**config.mk**
```make
export PLATFORM = sky130hd
export DESIGN_NAME = rst_line_ctrl
export DESIGN_NICKNAME = d
export VERILOG_FILES = /design/src/rtl/rlc_pkg.sv /design/src/rtl/rlc_decode.sv /design/src/rtl/rlc_pulse_bank.sv /design/src/rtl/rlc_level_bank.sv /design/src/rtl/rst_line_ctrl.sv
export SDC_FILE = /design/constraint.sdc
export NUM_CORES = 2
export LEC_CHECK = 0
export CAP_MARGIN = 20
export CORE_UTILIZATION = 60
export DETAILED_ROUTE_END_ITERATION = 6
export DONT_BUFFER_PORTS = 1
export MAX_ROUTING_LAYER = met4
export PLACE_DENSITY = 0.76
export SYNTH_ARGS = -nofsm -noshare
export SYNTH_HDL_FRONTEND = slang
export SYNTH_SLANG_ARGS = --single-unit
```
**constraint.sdc**
```tcl
create_clock -name clk_i -period 1.39 [get_ports clk_i]
set_input_delay 0.278 -clock clk_i [delete_from_list [all_inputs] [get_ports clk_i]]
set_output_delay 0.278 -clock clk_i [all_outputs]
set_load 0.05 [all_outputs]
```
**src/rtl/rlc_pkg.sv**
```systemverilog
package rlc_pkg;
  typedef enum logic [1:0] {
    ACC_NONE  = 2'd0,
    ACC_PULSE = 2'd1,
    ACC_LEVEL = 2'd2
  } acc_kind_e;
endpackage

```
**src/rtl/rlc_decode.sv**
```systemverilog
module rlc_decode
  import rlc_pkg::*;
#(
  parameter int ADDR_W     = 8,
  parameter int NUM_BANKS  = 8,
  parameter int LEVEL_BASE = 'h7C,
  localparam int IDX_W     = (NUM_BANKS > 1) ? $clog2(NUM_BANKS) : 1
) (
  input  logic [ADDR_W-1:0] addr_i,
  output acc_kind_e         kind_o,
  output logic [IDX_W-1:0]  idx_o
);
  localparam logic [ADDR_W-1:0] PULSE_END = ADDR_W'(4 * NUM_BANKS);
  localparam logic [ADDR_W-1:0] LVL_BASE  = ADDR_W'(LEVEL_BASE);
  localparam logic [ADDR_W-1:0] LVL_END   = ADDR_W'(LEVEL_BASE + 4 * NUM_BANKS);

  logic [ADDR_W-1:0] lvl_off;
  assign lvl_off = addr_i - LVL_BASE;

  always_comb begin
    kind_o = ACC_NONE;
    idx_o  = '0;
    if (addr_i[1:0] == 2'b00) begin
      if (addr_i < PULSE_END) begin
        kind_o = ACC_PULSE;
        idx_o  = addr_i[IDX_W+1:2];
      end else if (addr_i >= LVL_BASE && addr_i < LVL_END) begin
        kind_o = ACC_LEVEL;
        idx_o  = lvl_off[IDX_W+1:2];
      end
    end
  end
endmodule

```
**src/rtl/rlc_pulse_bank.sv**
```systemverilog
module rlc_pulse_bank #(
  parameter int LINES     = 256,
  parameter int PULSE_CYC = 4,
  localparam int CNT_W    = $clog2(PULSE_CYC + 1)
) (
  input  logic             clk_i,
  input  logic             rst_ni,
  input  logic [LINES-1:0] fire_i,
  output logic [LINES-1:0] active_o
);
  for (genvar n = 0; n < LINES; n++) begin : g_line
    logic [CNT_W-1:0] cnt_q;
    always_ff @(posedge clk_i or negedge rst_ni) begin
      if (!rst_ni)              cnt_q <= '0;
      else if (fire_i[n])       cnt_q <= CNT_W'(PULSE_CYC);  // restart on re-fire
      else if (cnt_q != '0)     cnt_q <= cnt_q - 1'b1;
    end
    assign active_o[n] = (cnt_q != '0);
  end
endmodule

```
**src/rtl/rlc_level_bank.sv**
```systemverilog
module rlc_level_bank #(
  parameter int NUM_BANKS = 8,
  parameter int BANK_W    = 32,
  localparam int IDX_W    = (NUM_BANKS > 1) ? $clog2(NUM_BANKS) : 1
) (
  input  logic                        clk_i,
  input  logic                        rst_ni,
  input  logic                        wr_i,
  input  logic [IDX_W-1:0]            idx_i,
  input  logic [BANK_W-1:0]           wdata_i,
  output logic [BANK_W-1:0]           rd_word_o,
  output logic [NUM_BANKS*BANK_W-1:0] level_o
);
  logic [BANK_W-1:0] lvl_q [NUM_BANKS];

  for (genvar k = 0; k < NUM_BANKS; k++) begin : g_bank
    always_ff @(posedge clk_i or negedge rst_ni) begin
      if (!rst_ni)                             lvl_q[k] <= '1;
      else if (wr_i && idx_i == IDX_W'(k))     lvl_q[k] <= wdata_i;
    end
    assign level_o[k*BANK_W +: BANK_W] = lvl_q[k];
  end

  assign rd_word_o = lvl_q[idx_i];
endmodule

```
**src/rtl/rst_line_ctrl.sv**
```systemverilog
module rst_line_ctrl
  import rlc_pkg::*;
#(
  parameter int ADDR_W     = 8,
  parameter int DATA_W     = 32,
  parameter int NUM_BANKS  = 8,
  parameter int LEVEL_BASE = 'h7C,
  parameter int PULSE_CYC  = 4,
  localparam int LINES     = NUM_BANKS * DATA_W,
  localparam int IDX_W     = (NUM_BANKS > 1) ? $clog2(NUM_BANKS) : 1
) (
  input  logic              clk_i,
  input  logic              rst_ni,
  input  logic [ADDR_W-1:0] addr_i,
  input  logic              wr_en_i,
  input  logic [DATA_W-1:0] wdata_i,
  input  logic              rd_en_i,
  output logic [DATA_W-1:0] rdata_o,
  output logic [LINES-1:0]  rst_line_o
);
  acc_kind_e         kind;
  logic [IDX_W-1:0]  idx;
  logic [LINES-1:0]  fire;
  logic [LINES-1:0]  pulse_active;
  logic [LINES-1:0]  level;
  logic [DATA_W-1:0] lvl_word;
  logic [DATA_W-1:0] rdata_q;
  logic [LINES-1:0]  line_q;

  rlc_decode #(
    .ADDR_W    (ADDR_W),
    .NUM_BANKS (NUM_BANKS),
    .LEVEL_BASE(LEVEL_BASE)
  ) i_decode (
    .addr_i(addr_i),
    .kind_o(kind),
    .idx_o (idx)
  );

  for (genvar k = 0; k < NUM_BANKS; k++) begin : g_fire
    assign fire[k*DATA_W +: DATA_W] =
      (wr_en_i && kind == ACC_PULSE && idx == IDX_W'(k)) ? wdata_i : '0;
  end

  rlc_pulse_bank #(
    .LINES    (LINES),
    .PULSE_CYC(PULSE_CYC)
  ) i_pulse (
    .clk_i   (clk_i),
    .rst_ni  (rst_ni),
    .fire_i  (fire),
    .active_o(pulse_active)
  );

  rlc_level_bank #(
    .NUM_BANKS(NUM_BANKS),
    .BANK_W   (DATA_W)
  ) i_level (
    .clk_i    (clk_i),
    .rst_ni   (rst_ni),
    .wr_i     (wr_en_i && kind == ACC_LEVEL),
    .idx_i    (idx),
    .wdata_i  (wdata_i),
    .rd_word_o(lvl_word),
    .level_o  (level)
  );

  always_ff @(posedge clk_i or negedge rst_ni) begin
    if (!rst_ni) begin
      rdata_q <= '0;
      line_q  <= '0;
    end else begin
      rdata_q <= (rd_en_i && kind == ACC_LEVEL) ? lvl_word : '0;
      line_q  <= pulse_active | ~level;  // level bank is active low
    end
  end

  assign rdata_o    = rdata_q;
  assign rst_line_o = line_q;
endmodule

```
==> results.md <==
- Setup crit end kind: register
- Initial DRC Count: 3536
- Relative slew margins: 53.0%
- Largest net degree at the start of global routing: 116
- Synth unique cells: 56
- CTS clk-pin slew, worst paths: 60 ps
- First drt pass iteration count: 7
- Post-synthesis async set-or-reset flop share: 100%
- Max frequency: 538 MHz
- Initial Utilization: 60.5%
- R2r worst-path depth: 6
- Max Buffers Root-to-Sink: 3
- Final Max Slew Viols: 0
- Via count: 44200
- Number of global-route vias before repair: 44900
- Area delta synth->final: 19.5%
- Hold_buf cts: 58
- Max Cap Viol: 0
- Root buffer cell: clkbuf_16
- Final worst slack: -468 ps
- Hold WS: -784 ps
- Fin. Hold Viols: 200
- Syn_area_per_cell: 11.3 um2
- H-tree levels: 4
- I/O Pins: 332
- Worst-Margin Slew: 704 ps
- Worst vdd ir: 1360 uV
- CP Launch Type: primary input
- CTS tree: built
- Post-synth top flop: dfrtp_1
- Number of synthesized flops with an enable pin: 0
- Syn Inst Count: 5665
- Flop and latch count out of synthesis: 1312
- Status: complete, but fails checks
- CP Class: primary input to register
- Final GP Congestion: 0.795
- Die Area: 0.108 mm2
- Setup TNS: -296130 ps
- Layout Nets: 6529
- WP data required: 2090 ps
- Overall power: 160 mW
- Tcrit/Tclk final: 134%
- Layout cells sized above 1: 25.4%
- First-pass GRT wire length: 251000 um
- Setup violators final: 1334
- Total GRT Usage: 31.0%
- CP Max Fanout: 16
- Vias per Instance: 5.90
- Clk_skew: 28.7 ps
- WL final: 170000 um
- Clock Latency Late Sink: 770 ps
- Sequential share of the synthesized area: 52.0%
- Synth Net Count: 6222
- Clock period minus worst slack: 1860 ps
- Synth Cell Area: 0.0638 mm2
- Gr ovfl total: 0
- Die H: 328 um
- RSZ-0062 raised after global routing: yes
- Clock sink count: 1312
- Port bufs: 0
- Row cnt: 119
- Failing checks: DRC, hold timing, setup timing
- Post-route DRC: 34
- Arr. time, crit path: 2560 ps
- Final antenna-violating net count: 0
- Hold Path Class: primary input to asynchronous set/reset pin
- Pleak: 34.2 nW
- Routed wire per std cell: 22.7 um
- Antenna violations before repair: 6
- Pwr/cell area: 2100 mW/mm2
- Reg-to-reg setup timing slack: -130 ps
- TritonCTS Buffers: 138
- Core area: 0.105 mm2
- Die width: 328 um
- Final HPWL DP: 96700 um
- Synthesis warning total: 0
layer usage:
| metal | GRT usage (%) | wire length [um] | vias to the layer above |
|---|---|---|---|
| met4 | 12.8 | 7380 | 0 |
| met5 | - | 0 | - |
| met3 | 5.88 | 11700 | 387 |
| met2 | 48.0 | 80500 | 1385 |
| met1 | 40.1 | 70200 | 22400 |
| li1 | - | - | 20000 |
cells in the final DEF (no fill, tap or decap), drive strengths merged, types with 93 or more instances in the layout:
master | netlist | layout
a21oi | 577 | 577
dfrtp | 1056 | 1056
nand2b | 128 | 128
nor2 | 492 | 492
buf | 107 | 367
xnor2 | 256 | 256
ha | 513 | 513
a221o | 256 | 256
mux2 | 288 | 288
nand2 | 164 | 164
nor2b | 360 | 360
mux2i | 93 | 93
a221oi | 128 | 128
nand3b | 128 | 128
clkbuf | 156 | 225
inv | 537 | 545
dfstp | 256 | 256
flip-flops by register name (all words and copies together) (netlist names):
register and cells:
i_level.level_o 256, i_pulse.g_line.cnt_q 768, rst_line_o 256, rdata_o 32
synthesized netlist by cell type, drive strengths merged, types with 2 or more instances:
master / n / share of area, %
a211oi: 2 / 0.039
a21boi: 2 / 0.024
a21oi: 577 / 4.5
a221o: 256 / 4.0
a221oi: 128 / 1.8
and2: 3 / 0.029
buf: 107 / 1.0
clkbuf: 156 / 0.92
dfrtp: 1056 / 41
dfstp: 256 / 11
ha: 513 / 10
inv: 537 / 3.2
mux2: 288 / 5.1
mux2i: 93 / 1.5
nand2: 164 / 0.97
nand2b: 128 / 1.3
nand3: 3 / 0.024
nand3b: 128 / 1.5
nand4: 4 / 0.039
nand4b: 2 / 0.027
nor2: 492 / 2.9
nor2b: 360 / 3.5
nor3: 24 / 0.19
nor3b: 3 / 0.051
nor4: 10 / 0.33
o2111ai: 31 / 0.43
o211ai: 2 / 0.067
o21a: 2 / 0.024
o21ai: 4 / 0.037
o221ai: 31 / 0.43
o22ai: 2 / 0.029
o31ai: 31 / 0.36
or2: 3 / 0.029
or4b: 2 / 0.031
xnor2: 256 / 3.5
cell families after synthesis:
group                      synth area share [%]
AOI/OAI and AO/OA                          11.8
DFF                                        52.0
and+or+nand+nor                            11.0
adders and majority gates                  10.1
muxes                                      6.58
buffers and inverters                      5.12
xor gates and xnor gates                   3.51
through the flow:
stage | utilization (%) | cells | instance area [um2] | worst slack, ps | hold slack (ps)
2_1_floorplan | - | 5665 | 64200 | -854 | -17.6
3_3_place_gp | 64.0 | 7067 | 67500 | -2560 | -17.1
3_5_place_dp | 64.0 | 7067 | 67500 | -2580 | -17.1
4_1_cts | 70.7 | 7421 | 74600 | -347 | -825
5_1_grt | 72.3 | 7481 | 76200 | -457 | -807
6_report | 72.3 | 7481 | 76200 | -468 | -784
power breakdown:
group	switching, mW	internal, mW	total, mW
sequential	7.60	51.2	58.8
combinational	32.0	30.0	62.0
clock	16.0	22.9	38.9
total	55.6	104	160
worst max-delay path, cell delays in order:
cell,delay [ps]
ha_4,160
a21bo_4,230
mux2_4,290
o22a_4,300
buf_12,160
buf_12,130
nor4_4,340
buf_6,250
clkbuf_16,240
a221o_1,170
final cells by class:
cell class	count	area [um2]
inverters	537	2020
repair buffers	430	5770
clock inverters	54	773
fillers	6814	29200
clock buffers	202	4030
diodes	2	5.00
well taps	1391	1740
multi-input cells	3553	28500
flip-flops and latches	1312	33500
path summary, 6_finish.rpt:
| path | to | startpoint |
|---|---|---|
| min reg2reg | rst_line_o[32] | i_level.level_o[32] |
| max in group asynchronous | rst_line_o[253] | rst_ni |
| min in group clk_i | rdata_o[30] | addr_i[2] |
| max | i_pulse.g_line[37].cnt_q[2] | addr_i[3] |
| min | rst_line_o[47] | rst_ni |
| max reg2reg | i_pulse.g_line[45].cnt_q[1] | i_pulse.g_line[45].cnt_q[0] |
repair_timing:
item	4_1_cts	5_1_grt
gates cloned	18	27
pin swaps	39	91
endpoints found under the hold margin	1252	180
endpoints found under the setup margin	1955	1677
resized for setup	327	180
buffers inserted	24	26
Power figures use the tool's default switching activity.
